--- src/rtl/mtf_pkg.sv ---
package mtf_pkg;

    localparam int BYTE_W = 8;
    localparam int NIB_W  = BYTE_W / 2;

    // What the wire carries in the current cycle
    typedef enum logic [1:0] {
        ST_IDLE   = 2'd0,   // nothing on the wire
        ST_FIRST  = 2'd1,   // full byte (8-bit lane) or low nibble (4-bit lane)
        ST_SECOND = 2'd2,   // high nibble (4-bit lane only)
        ST_ABORT  = 2'd3    // single cycle after a collision
    } tx_state_e;

endpackage

--- src/rtl/mtf_ctrl.sv ---
module mtf_ctrl
    import mtf_pkg::*;
(
    input  logic      clk,
    input  logic      rst_n,
    input  logic      gmii_mode,
    input  logic      half_duplex,
    input  logic      col,
    input  logic      src_valid,
    input  logic      src_last,
    input  logic      src_err,
    output logic      src_ready,
    output logic      load,
    output tx_state_e state,
    output logic      wide_q,
    output logic      tx_en,
    output logic      tx_err,
    output logic      abort_pulse
);

    tx_state_e state_nx;
    logic      last_q;
    logic      err_q;
    logic      col_hit;

    assign col_hit = half_duplex && col;

    // Ready depends on the current state and on a live collision
    always_comb begin
        unique case (state)
            ST_IDLE:   src_ready = 1'b1;
            ST_FIRST:  src_ready = wide_q && !last_q && !col_hit;
            ST_SECOND: src_ready = !last_q && !col_hit;
            ST_ABORT:  src_ready = 1'b0;
            default:   src_ready = 1'b0;
        endcase
    end

    assign load = src_valid && src_ready;

    // Next-state decision
    always_comb begin
        state_nx = state;
        unique case (state)
            ST_IDLE: begin
                if (load) state_nx = ST_FIRST;
            end
            ST_FIRST: begin
                if (col_hit)      state_nx = ST_ABORT;
                else if (!wide_q) state_nx = ST_SECOND;
                else if (last_q)  state_nx = ST_IDLE;
                else if (load)    state_nx = ST_FIRST;
                else              state_nx = ST_IDLE;
            end
            ST_SECOND: begin
                if (col_hit)     state_nx = ST_ABORT;
                else if (last_q) state_nx = ST_IDLE;
                else if (load)   state_nx = ST_FIRST;
                else             state_nx = ST_IDLE;
            end
            ST_ABORT: state_nx = ST_IDLE;
            default:  state_nx = ST_IDLE;
        endcase
    end

    // State register and per-frame flags
    always_ff @(posedge clk or negedge rst_n) begin
        if (!rst_n) begin
            state  <= ST_IDLE;
            last_q <= 1'b0;
            err_q  <= 1'b0;
            wide_q <= 1'b1;
        end else begin
            state <= state_nx;
            if (load) begin
                last_q <= src_last;
                if (state == ST_IDLE) begin
                    wide_q <= gmii_mode;
                    err_q  <= src_err;
                end else begin
                    err_q  <= err_q | src_err;
                end
            end
        end
    end

    // Wire-side outputs, decoded from the state register
    always_comb begin
        tx_en       = 1'b0;
        abort_pulse = 1'b0;
        unique case (state)
            ST_IDLE:   ;
            ST_FIRST:  tx_en = 1'b1;
            ST_SECOND: tx_en = 1'b1;
            ST_ABORT:  abort_pulse = 1'b1;
            default:   ;
        endcase
        tx_err = tx_en && err_q;
    end

    // a half-duplex collision on the wire ends the frame next cycle
    assert_col_abort_R5: assert property (@(posedge clk) disable iff (!rst_n)
        (col_hit && tx_en) |=> (!tx_en && abort_pulse));

    // the abort indication lasts a single cycle
    assert_abort_single_R5: assert property (@(posedge clk) disable iff (!rst_n)
        abort_pulse |=> !abort_pulse);

    // once bad, the rest of the frame stays bad
    assert_err_sticky_R4: assert property (@(posedge clk) disable iff (!rst_n)
        (tx_en && tx_err) |=> (!tx_en || tx_err));

    // a byte taken for the 4-bit lane blocks the next cycle
    assert_nibble_gap_R3: assert property (@(posedge clk) disable iff (!rst_n)
        (load && ((state == ST_IDLE) ? !gmii_mode : !wide_q)) |=> !src_ready);

    // the last byte on the wire is never followed by a new acceptance
    assert_frame_gap_R9: assert property (@(posedge clk) disable iff (!rst_n)
        (load && src_last && gmii_mode && state == ST_IDLE) |=> !src_ready);

endmodule

--- src/rtl/mtf_lane.sv ---
module mtf_lane
    import mtf_pkg::*;
(
    input  logic              clk,
    input  logic              rst_n,
    input  logic              load,
    input  logic [BYTE_W-1:0] data_in,
    input  tx_state_e         state,
    input  logic              wide,
    output logic [BYTE_W-1:0] txd
);

    logic [BYTE_W-1:0] byte_q;

    always_ff @(posedge clk or negedge rst_n) begin
        if (!rst_n) byte_q <= '0;
        else if (load) byte_q <= data_in;
    end

    always_comb begin
        unique case (state)
            ST_FIRST:  txd = wide ? byte_q
                                  : {{(BYTE_W-NIB_W){1'b0}}, byte_q[NIB_W-1:0]};
            ST_SECOND: txd = {{(BYTE_W-NIB_W){1'b0}}, byte_q[BYTE_W-1:NIB_W]};
            ST_IDLE:   txd = '0;
            ST_ABORT:  txd = '0;
            default:   txd = '0;
        endcase
    end

    // the upper half of the lane is silent while nibbles are sent
    assert_nibble_upper_R3: assert property (@(posedge clk) disable iff (!rst_n)
        (state == ST_SECOND) |-> (txd[BYTE_W-1:NIB_W] == '0));

endmodule

--- src/rtl/mtf_activity.sv ---
module mtf_activity #(
    parameter int ACT_HOLD = 1_250_000
) (
    input  logic clk,
    input  logic rst_n,
    input  logic crs,
    input  logic tx_en,
    output logic act
);

    logic busy;
    assign busy = crs || tx_en;

    generate
        if (ACT_HOLD <= 1) begin : g_flop
            always_ff @(posedge clk or negedge rst_n) begin
                if (!rst_n) act <= 1'b0;
                else        act <= busy;
            end
        end else begin : g_count
            localparam int CW = $clog2(ACT_HOLD + 1);
            logic [CW-1:0] cnt;
            always_ff @(posedge clk or negedge rst_n) begin
                if (!rst_n)          cnt <= '0;
                else if (busy)       cnt <= CW'(ACT_HOLD);
                else if (cnt != '0)  cnt <= cnt - CW'(1);
            end
            assign act = (cnt != '0);
        end
    endgenerate

    // activity is shown the cycle after it is seen
    assert_act_follow_R8: assert property (@(posedge clk) disable iff (!rst_n)
        busy |=> act);

endmodule

--- src/rtl/mac_tx_front.sv ---
module mac_tx_front
    import mtf_pkg::*;
#(
    parameter int ACT_HOLD = 1_250_000
) (
    input  logic              clk,
    input  logic              rst_n,
    input  logic              gmii_mode,
    input  logic              half_duplex,
    input  logic              src_valid,
    input  logic [BYTE_W-1:0] src_data,
    input  logic              src_last,
    input  logic              src_err,
    output logic              src_ready,
    output logic              phy_txen,
    output logic [BYTE_W-1:0] phy_txd,
    output logic              phy_txer,
    input  logic              phy_col,
    input  logic              phy_crs,
    output logic              abort_retry,
    output logic              act_led
);

    tx_state_e state;
    logic      load;
    logic      wide_q;

    mtf_ctrl u_ctrl (
        .clk         (clk),
        .rst_n       (rst_n),
        .gmii_mode   (gmii_mode),
        .half_duplex (half_duplex),
        .col         (phy_col),
        .src_valid   (src_valid),
        .src_last    (src_last),
        .src_err     (src_err),
        .src_ready   (src_ready),
        .load        (load),
        .state       (state),
        .wide_q      (wide_q),
        .tx_en       (phy_txen),
        .tx_err      (phy_txer),
        .abort_pulse (abort_retry)
    );

    mtf_lane u_lane (
        .clk     (clk),
        .rst_n   (rst_n),
        .load    (load),
        .data_in (src_data),
        .state   (state),
        .wide    (wide_q),
        .txd     (phy_txd)
    );

    mtf_activity #(.ACT_HOLD(ACT_HOLD)) u_act (
        .clk   (clk),
        .rst_n (rst_n),
        .crs   (phy_crs),
        .tx_en (phy_txen),
        .act   (act_led)
    );

    // with full duplex no abort is ever reported
    assert_fd_no_abort_R6: assert property (@(posedge clk) disable iff (!rst_n)
        (!half_duplex && !abort_retry) |=> !abort_retry);

endmodule

--- config.mk ---
export PLATFORM = sky130hd
export DESIGN_NAME = mac_tx_front
export DESIGN_NICKNAME = d
export VERILOG_FILES = /design/src/rtl/mtf_pkg.sv /design/src/rtl/mtf_ctrl.sv /design/src/rtl/mtf_lane.sv /design/src/rtl/mtf_activity.sv /design/src/rtl/mac_tx_front.sv
export SDC_FILE = /design/constraint.sdc
export NUM_CORES = 1
export LEC_CHECK = 0
export ABC_AREA = 0
export BUFFER_PORTS_ARGS = -buffer_cell sky130_fd_sc_hd__buf_2
export CORE_ASPECT_RATIO = 1.4
export CORE_MARGIN = 2
export CORE_UTILIZATION = 50
export CTS_CLUSTER_SIZE = 20
export DETAILED_ROUTE_END_ITERATION = 12
export HOLD_SLACK_MARGIN = 0.05
export PLACE_DENSITY_LB_ADDON = 0.05
export REMOVE_ABC_BUFFERS = 1
export SYNTH_ARGS = -nofsm -noshare
export SYNTH_HDL_FRONTEND = slang
export SYNTH_HIERARCHICAL = 1
export SYNTH_SLANG_ARGS = --single-unit
--- constraint.sdc ---
create_clock -name clk -period 4.4 [get_ports clk]
set_clock_uncertainty 0.15 [all_clocks]
set_input_delay 0.44 -clock clk [delete_from_list [all_inputs] [get_ports clk]]
set_output_delay 0.44 -clock clk [all_outputs]
set_load 0.02 [all_outputs]
==> results.py, run 1 <==
metrics = {
    "sta": {
        "setup-violations-final": 0,
        "tightest_slew_ns": 0.879,
        "worst_hold_slack_ns": 0.0704,
        "period_share": 0.647,
        "setup_tns_ns": 0,
        "grt_setup_unrepaired": "no",
        "slew_violations": 0,
        "finalHoldViolCount": 0,
        "min_period_ns": 2.85,
        "max_slew_margin": 0.409,
        "clock.fmax_ghz": 0.351,
    },
    "worst_setup_path": {
        "arrival_ns": 2.26,
        "path_class": "flip-flop to output pin",
        "r2r_slack_ns": 1.84,
        "cp_slowest_stage_delay_ns": 0.49,
        "worstPathCellList": "inv_1, ha_1, or4b_4, nor3_4, nand2_1, buf_2",
        "r2r_start": "u_act/g_count.cnt[0]",
        "cpMaxStageDelayCell": "or4b_4",
        "cp_max_fo": 14,
        "start_kind": "flip-flop",
        "required_ns": 3.81,
        "worstReg2RegEnd": "u_act/g_count.cnt[5]",
        "end_kind": "output pin",
        "ff2ff_path_depth": 6,
    },
    "cells_and_area": {
        "drive_above_1_share": 0.258,
        "area_growth_pct": 11.4,
        "diodes": 0,
        "layout.nets": 251,
        "final_cell_mix": "dfrtp_1 (33), buf_2 (29), a21oi_1 (11), nand3_1 (11)",
        "layout_commonest_cell": "dfrtp_1",
    },
    "yosys": {
        "synth_top_cell_by_area": "dfrtp_1",
        "netlist_instances": 200,
        "yosys_warnings": 6,
        "synth_top_area_frac": 0.397,
        "synth_area_leaders": "dfrtp_1 (40%), mux2_4 (6.5%), ha_1 (3.6%), or4_1 (3.6%), mux2i_1 (2.9%)",
        "synth_edf_count": 0,
        "async_flop_share": 1.00,
        "yosysUniqueCellTypes": 49,
        "seq_area_frac_synth": 0.410,
        "avgSynthCellArea_um2": 10.4,
        "synth_area_um2": 2080,
        "ys_ff_latch": 34,
        "ys.flop_type": "dfrtp_1",
    },
    "floorplanning": {
        "die_area_um2": 4700,
        "dieHeight_um": 80.3,
        "fp.dieW_um": 58.5,
        "fp-row-count": 27,
        "io_pins": 30,
        "start_util": 0.526,
        "core_um2": 3950,
    },
    "routing": {
        "drc_errors": 0,
        "wirelength_mm": 4.67,
        "firstDrtPassIters": 4,
        "viasPerCell": 6.44,
        "postRouteAntennaNets": 0,
        "num_vias": 1753,
        "wl_per_cell_um": 17.2,
        "dr.first_iter.drc_count": 80,
    },
    "place": {
        "port_buffers": 29,
        "place.gp.congestion": 0.795,
        "dp_hpwl_mm": 3.38,
    },
    "clocking": {
        "cts_root_buffer": "clkbuf_8",
        "cts_setup_buffers": 0,
        "cts.sinks": 34,
        "htree_levels": 2,
        "cts_resized": 0,
        "clk_pin_slew_ns": 0.07,
        "cts_tree": "yes",
        "numCtsBuffers": 5,
        "clk_path_buf_depth": 2,
        "postCtsHoldBufs": 0,
        "clock_latency_ns": 0.29,
    },
    "power_and_ir_drop": {
        "powerDensity_nw_per_um2": 601,
        "irDropWorstVdd_mv": 0.426,
        "design_power_total_mw": 1.39,
        "power_leakage_nw": 0.954,
    },
    "global_route": {
        "antenna_found_initial": 0,
        "grt_pass1_vias": 1571,
        "grt_max_degree": 35,
        "grt_pass1_wl_mm": 7.42,
        "gr-total-overflow": 0,
        "track_usage": 0.210,
    },
    "run": {
        "cap_violations": 0,
    },
    "worst_hold_path": {
        "hp-class": "primary input to async pin",
    },
    "status": {
        "status": "finished clean",
    },
}
==> power breakdown <==
part           internal [mW]  switching, mW  leakage, nW
clock network          0.126          0.111       0.0482
registers              0.402         0.0976        0.403
logic                  0.292          0.364        0.503
total                  0.820          0.573        0.954
==> routing by layer <==
| layer | wire, um | global-route usage | part of all wire | vias to the layer above |
|---|---|---|---|---|
| li1 | - | - | - | 819 |
| met1 | 1860 | 0.237 | 0.40 | 867 |
| met2 | 2480 | 0.370 | 0.53 | 57 |
| met3 | 219 | 0.0531 | 0.047 | 10 |
| met4 | 116 | 0.0837 | 0.025 | 0 |
| met5 | 0 | 0 | 0 | - |
==> cell usage after synthesis (2+ instances only) <==
| master | n |
|---|---|
| nor3b_1 | 2 |
| a21oi_1 | 11 |
| a2111oi_0 | 2 |
| nand2b_1 | 2 |
| dfrtp_1 | 33 |
| o31ai_1 | 7 |
| or4_1 | 10 |
| nand2_1 | 10 |
| nor4_1 | 4 |
| o21ai_0 | 9 |
| or3_1 | 9 |
| mux2_4 | 9 |
| o22ai_1 | 2 |
| mux2i_1 | 6 |
| ha_1 | 6 |
| inv_1 | 8 |
| a22o_1 | 4 |
| buf_4 | 4 |
| a211oi_1 | 3 |
| nor3_1 | 3 |
| and3_1 | 4 |
| nand4_1 | 2 |
| or4_4 | 2 |
| a311oi_1 | 2 |
| nor4_2 | 2 |
| nor2_1 | 8 |
| and2_1 | 4 |
| nand3_1 | 11 |
==> registers in the layout, summed over array words and instances, names as in the netlist <==
name and cells:
u_act/g_count.cnt 21, u_ctrl/err_q 1, u_ctrl/last_q 1, u_ctrl/state 2
u_ctrl/wide_q 1, u_lane/byte_q 8
==> logic make-up after synthesis <==
kind of cell	after synthesis	synth area share
and+or+nand+nor	82	0.258
AOI/OAI and AO/OA	47	0.162
DFF	34	0.410
buffers and inverters	16	0.0403
muxes	15	0.0938
adders and majority gates	6	0.0361
==> through the flow <==
stage / instance area (um^2) / std cells / setup slack (ns) / utilization
global placement: 2230 / 264 / 1.93 / 0.563
global route: 2320 / 272 / 1.44 / 0.586
detailed placement: 2230 / 264 / 1.87 / 0.563
CTS: 2320 / 272 / 1.57 / 0.586
floorplan: 2030 / 192 / 2.09 / -
finish: 2320 / 272 / 1.55 / 0.586
==> critical path: cells and delay by family (launching register included) <==
family                   cells  cell delay, ns
AND/OR/NAND/NOR              3            1.11
flip-flops                   1            0.42
buffers and inverters        2            0.31
adder cells (fa/ha/maj)      1            0.14
==> cell type report <==
class,instances,area [um^2]
Clock inverter,1,5.00
Timing Repair Buffer,29,145
Tap cell,43,53.8
Multi-Input combinational cell,150,1140
Sequential cell,34,852
Clock buffer,7,86.3
Fill cell,340,1640
Inverter,8,30.0
==> worst max path at each step <==
stage | start | to | cells past startpoint
after floorplan | u_ctrl/state[1] | u_lane/byte_q[0] | 6
after global placement | u_act/g_count.cnt[0] | act_led | 6
after detailed placement | u_act/g_count.cnt[0] | u_act/g_count.cnt[10] | 6
after CTS | u_act/g_count.cnt[0] | act_led | 6
after global routing | u_act/g_count.cnt[0] | act_led | 6
final | u_act/g_count.cnt[0] | act_led | 6
(Power assumes the default switching activity.)
==> run 2, diff against run 1 <==
Settings changed: ABC_AREA 0 to 1.
Clock period 4.4 ns to 2.7 ns, I/O delays scaled along.
==> run 2 against run 1 <==
Sequential power grew 60%. Worst setup slack worse by 1.2 ns. Critical path depth down 1. Critical endpoint is now src_ready. Critical path type unchanged.
==> results.py, run 2 <==
metrics = {
    "status": {
        "status": "finished clean",
    },
    "power_and_ir_drop": {
        "switchingPower_mw": 1.14,
        "design_power_total_mw": 2.40,
        "sw_frac_of_total": 0.476,
        "powerDensity_nw_per_um2": 933,
        "power_frac_comb": 0.500,
        "power_frac_clock": 0.167,
        "power_frac_seq": 0.333,
        "p_int_mw": 1.26,
        "irDropWorstVdd_mv": 0.894,
        "power_leakage_nw": 1.30,
    },
    "global_route": {
        "grt_util_met3": 0.0378,
        "use_met2": 0.426,
        "track_usage": 0.226,
        "grt_pass1_wl_mm": 8.31,
        "gr-total-overflow": 0,
        "grt_pass1_vias": 1913,
        "top_usage_layer": "met2",
        "met1_usage": 0.245,
        "grt_max_degree": 35,
        "antenna_found_initial": 0,
    },
    "cells_and_area": {
        "drive_above_1_share": 0.218,
        "final_cell_mix": "nand2_1 (66), inv_1 (40), nand3_1 (37)",
        "layout_commonest_cell": "nand2_1",
        "design_area_um2": 2580,
        "multiInputGateArea_um2": 1130,
        "fillCellCount": 410,
        "area_growth_pct": 18.6,
        "regArea_um2": 852,
        "diodes": 0,
        "largest_reg_flops": 21,
        "layout.nets": 362,
        "final_util": 0.613,
        "regMostFlops": "u_act/g_count.cnt",
        "largestRegisters": "u_act/g_count.cnt (21), u_lane/byte_q (8), u_ctrl/state (2)",
    },
    "yosys": {
        "ys_ff_latch": 34,
        "async_flop_share": 1.00,
        "yosysMostFrequentCell": "nand2_1",
        "synth_top_cell_by_area": "dfrtp_1",
        "avgSynthCellArea_um2": 7.44,
        "synth_edf_count": 0,
        "seq_area_frac_synth": 0.392,
        "synth_top_area_frac": 0.380,
        "ys_top_cells_by_count": "nand2_1 (66), inv_1 (40), nand3_1 (37)",
        "yosysUniqueCellTypes": 37,
        "yosys_warnings": 6,
        "netlist_instances": 292,
        "ys.flop_type": "dfrtp_1",
        "synth_area_leaders": "dfrtp_1 (38%), nand2_1 (11%), nand3_1 (8.5%), inv_1 (6.9%), nor2_1 (6.0%)",
        "synth_area_um2": 2170,
    },
    "sta": {
        "min_period_ns": 2.31,
        "setup-violations-final": 0,
        "tightest_slew_ns": 0.795,
        "slew_violations": 0,
        "grt_setup_unrepaired": "no",
        "finalHoldViolCount": 0,
        "setup_tns_ns": 0,
        "max_slew_margin": 0.470,
        "period_share": 0.857,
        "clock.fmax_ghz": 0.432,
        "worst_hold_slack_ns": 0.0766,
    },
    "clocking": {
        "cts_setup_buffers": 0,
        "cts_tree": "yes",
        "clk_pin_slew_ns": 0.08,
        "clk_path_buf_depth": 2,
        "htree_levels": 2,
        "clock_latency_ns": 0.29,
        "cts_resized": 0,
        "cts_root_buffer": "clkbuf_8",
        "numCtsBuffers": 5,
        "cts.sinks": 34,
    },
    "routing": {
        "drc_errors": 0,
        "postRouteAntennaNets": 0,
        "viasPerCell": 5.12,
        "wirelength_mm": 4.94,
        "firstDrtPassIters": 4,
        "num_vias": 1973,
        "dr.first_iter.drc_count": 97,
        "wl_per_cell_um": 12.8,
    },
    "worst_hold_path": {
        "whs_endpoint": "u_act/g_count.cnt[20]",
        "hp-class": "primary input to flip-flop",
        "hold_depth": 3,
        "hold_start": "phy_crs",
    },
    "worst_setup_path": {
        "startpoint": "u_ctrl/state[0]",
        "cp_max_fo": 10,
        "ff2ff_path_depth": 7,
        "path_class": "flip-flop to output pin",
        "r2r_start": "u_ctrl/state[0]",
        "worstReg2RegEnd": "u_lane/byte_q[6]",
        "r2r_slack_ns": 0.58,
        "start_kind": "flip-flop",
        "arrival_ns": 1.89,
        "end_kind": "output pin",
        "required_ns": 2.28,
    },
    "place": {
        "port_buffers": 29,
        "dpl_cell_area_um2": 2360,
        "dp_hpwl_mm": 3.75,
        "place.gp.congestion": 0.850,
    },
    "floorplanning": {
        "core_um2": 4200,
        "fp.dieW_um": 59.7,
        "io_pins": 30,
        "fp-row-count": 28,
        "dieHeight_um": 82.0,
        "die_area_um2": 4890,
        "start_util": 0.517,
    },
    "run": {
        "cap_violations": 0,
    },
}
-- run 2: kinds of logic after synthesis --
group | share of synthesized area
buffers and inverters | 0.0876
xor gates and xnor gates | 0.00403
AOI/OAI and AO/OA | 0.0726
DFF | 0.392
adders and majority gates | 0.0346
and+or+nand+nor | 0.409
-- run 2: final cells by class --
cell class | count | area share
clock buffers | 6 | 0.0321
well taps | 45 | 0.0219
repair buffers | 43 | 0.109
multi-input cells | 212 | 0.439
clock inverters | 2 | 0.00486
flip-flops and latches | 34 | 0.331
inverters | 43 | 0.0631
-- run 2: critical path, stage by stage (launching register included) --
cell and delay, ns:
dfrtp_1 0.53, inv_1 0.12, ha_1 0.40, or2_1 0.28, nand2_2 0.11, buf_2 0.17
-- run 2: power by group through the flow --
stage / combinational, mW / clock, mW / sequential [mW]
global route: 1.37 / 0.445 / 0.818
finish: 1.20 / 0.402 / 0.800
floorplan: 0.889 / 0 / 0.767
global placement: 1.17 / 0 / 0.803
CTS: 1.22 / 0.417 / 0.798
detailed placement: 1.20 / 0 / 0.809
-- run 2: what timing repair did --
action                                  4_1_cts  5_1_grt
endpoints found under the hold margin        44        0
endpoints found under the setup margin        0        0
hold buffers                                 12        0
-- run 2: worst max path at each step --
| stage | slack [ns] | to | depth (start not counted) |
|---|---|---|---|
| final | 0.39 | src_ready | 5 |
| after global routing | 0.24 | src_ready | 5 |
| after CTS | 0.36 | src_ready | 5 |
| after detailed placement | 0.57 | u_lane/byte_q[6] | 7 |
| after global placement | 0.69 | u_lane/byte_q[7] | 7 |
| after floorplan | 0.66 | u_lane/byte_q[0] | 7 |
-- run 2: through the flow --
| step | setup slack [ns] | cells |
|---|---|---|
| floorplan | 0.657 | 289 |
| global placement | 0.689 | 365 |
| detailed placement | 0.566 | 365 |
| CTS | 0.363 | 385 |
| global route | 0.242 | 385 |
| finish | 0.387 | 385 |
-- run 2: layer usage --
| metal | wire length [um] | vias to the layer above |
|---|---|---|
| li1 | - | 1021 |
| met1 | 2050 | 910 |
| met2 | 2700 | 37 |
| met3 | 115 | 5 |
| met4 | 70 | 0 |
| met5 | 0 | - |
==> run 3, diff against run 2 <==
Settings changed: PLACE_DENSITY set to 0.71, PLACE_DENSITY_LB_ADDON 0.05 to not set.
==> run 3 against run 2 <==
Routed wire length is essentially flat. Total power grew 6.5%. Largest power group unchanged. Sequential power is essentially flat. Highest routed layer unchanged. Die area is the same. Via count grew 0.46%.
==> results.py, run 3 (synthesis gave the netlist of run 2 again) <==
metrics = {
    "power_and_ir_drop": {
        "power_frac_seq": 0.313,
        "sw_frac_of_total": 0.447,
        "switchingPower_mw": 1.15,
        "irDropWorstVdd_mv": 0.687,
        "power_frac_comb": 0.464,
        "power_leakage_nw": 1.31,
        "p_int_mw": 1.41,
        "powerDensity_nw_per_um2": 984,
        "power_frac_clock": 0.223,
        "design_power_total_mw": 2.56,
    },
    "routing": {
        "drc_errors": 0,
        "postRouteAntennaNets": 0,
        "firstDrtPassIters": 4,
        "dr.first_iter.drc_count": 72,
        "wl_per_cell_um": 12.9,
        "num_vias": 1982,
        "wirelength_mm": 4.93,
        "viasPerCell": 5.17,
    },
    "sta": {
        "period_share": 0.835,
        "tightest_slew_ns": 0.795,
        "min_period_ns": 2.26,
        "grt_setup_unrepaired": "no",
        "setup_ws_ns": 0.445,
        "setup-violations-final": 0,
        "max_slew_margin": 0.470,
        "worst_hold_slack_ns": 0.0618,
        "clock.fmax_ghz": 0.443,
        "slew_violations": 0,
        "finalHoldViolCount": 0,
        "setup_tns_ns": 0,
    },
    "worst_setup_path": {
        "cp.depth": 5,
        "end_kind": "output pin",
        "cpMaxStageDelayCell": "dfrtp_1",
        "cp_max_fo": 10,
        "arrival_ns": 1.84,
        "start_kind": "flip-flop",
        "path_delay_family": "flip-flops",
        "cp_slowest_stage_delay_ns": 0.52,
        "required_ns": 2.28,
        "worstPathCellList": "inv_1, ha_1, or2_1, nand2_2, buf_2",
        "path_class": "flip-flop to output pin",
        "ff2ff_path_depth": 7,
        "worst-path-buf-inv": 2,
    },
    "cells_and_area": {
        "finalNonFillerCells": 383,
        "regMostFlops": "u_act/g_count.cnt",
        "final_cell_mix": "nand2_1 (66), inv_1 (40), nand3_1 (37)",
        "layout.nets": 360,
        "largest_reg_flops": 21,
        "layout_commonest_cell": "nand2_1",
        "drive_above_1_share": 0.216,
        "diodes": 0,
        "design_area_um2": 2600,
        "area_growth_pct": 19.8,
        "multiInputGateArea_um2": 1130,
        "regArea_um2": 852,
        "largestRegisters": "u_act/g_count.cnt (21), u_lane/byte_q (8), u_ctrl/state (2)",
        "fillCellCount": 382,
        "final_util": 0.619,
    },
    "global_route": {
        "track_usage": 0.230,
        "gr-total-overflow": 0,
        "grt_max_degree": 35,
        "antenna_found_initial": 0,
        "grt_pass1_wl_mm": 8.53,
        "grt_pass1_vias": 2008,
    },
    "floorplanning": {
        "fp-row-count": 28,
        "core_um2": 4200,
        "fp.dieW_um": 59.7,
        "die_area_um2": 4890,
        "dieHeight_um": 82.0,
        "start_util": 0.517,
        "io_pins": 30,
    },
    "worst_hold_path": {
        "hold_depth": 3,
        "hp-class": "primary input to flip-flop",
    },
    "clocking": {
        "cts.sinks": 34,
        "cts_setup_buffers": 0,
        "cts_root_buffer": "clkbuf_8",
        "clk_pin_slew_ns": 0.08,
        "clock_latency_ns": 0.29,
        "cts_tree": "yes",
        "numCtsBuffers": 5,
        "clk_path_buf_depth": 2,
        "htree_levels": 2,
    },
    "run": {
        "cap_violations": 0,
    },
    "place": {
        "pre_cts_slack_ns": 0.618,
        "place.gp.congestion": 0.859,
        "dpl_cell_area_um2": 2350,
        "port_buffers": 29,
        "dp_hpwl_mm": 3.65,
        "dp.cells": 364,
    },
    "status": {
        "status": "finished clean",
    },
}
## run 3: worst paths after layout
path,startpoint,slack [ns],end
min in group asynchronous,rst_n,0.44,u_act/g_count.cnt[1]
max in group asynchronous,rst_n,1.44,u_ctrl/state[1]
max reg2reg,u_ctrl/state[0],0.64,u_lane/byte_q[3]
max,u_ctrl/state[0],0.44,src_ready
min,gmii_mode,0.06,u_ctrl/wide_q
min reg2reg,u_ctrl/last_q,0.34,u_ctrl/last_q
## run 3: repair_timing
item,CTS,global route
resized for setup,0,0
hold endpoints to repair,43,0
hold buffers,11,0
endpoints found under the setup margin,0,0
## run 3: worst min-delay path: stages
cell and delay, ns:
buf_2 0.08, nand2_1 0.04, o21ai_0 0.07
## run 3: cell type report
cell class / instances / share of cell area
clock inverter: 3 / 0.0265
sequential: 34 / 0.328
clock buffer: 5 / 0.0265
tap: 45 / 0.0216
multi-input combinational: 212 / 0.434
timing repair buffer: 41 / 0.101
inverter: 43 / 0.0625
## run 3: power by group through the flow
| stage | registers (mW) | logic, mW | clock network (mW) |
|---|---|---|---|
| global route | 0.824 | 1.35 | 0.610 |
| CTS | 0.800 | 1.20 | 0.590 |
| global placement | 0.805 | 1.16 | 0 |
| finish | 0.801 | 1.19 | 0.571 |
| detailed placement | 0.809 | 1.18 | 0 |
| floorplan | 0.767 | 0.889 | 0 |
## run 3: per-layer routing
metal / vias up / part of all wire / GRT usage
li1: 1016 / - / -
met1: 902 / 0.42 / 0.264
met2: 50 / 0.52 / 0.397
met3: 14 / 0.035 / 0.0409
met4: 0 / 0.032 / 0.124
met5: - / 0 / 0
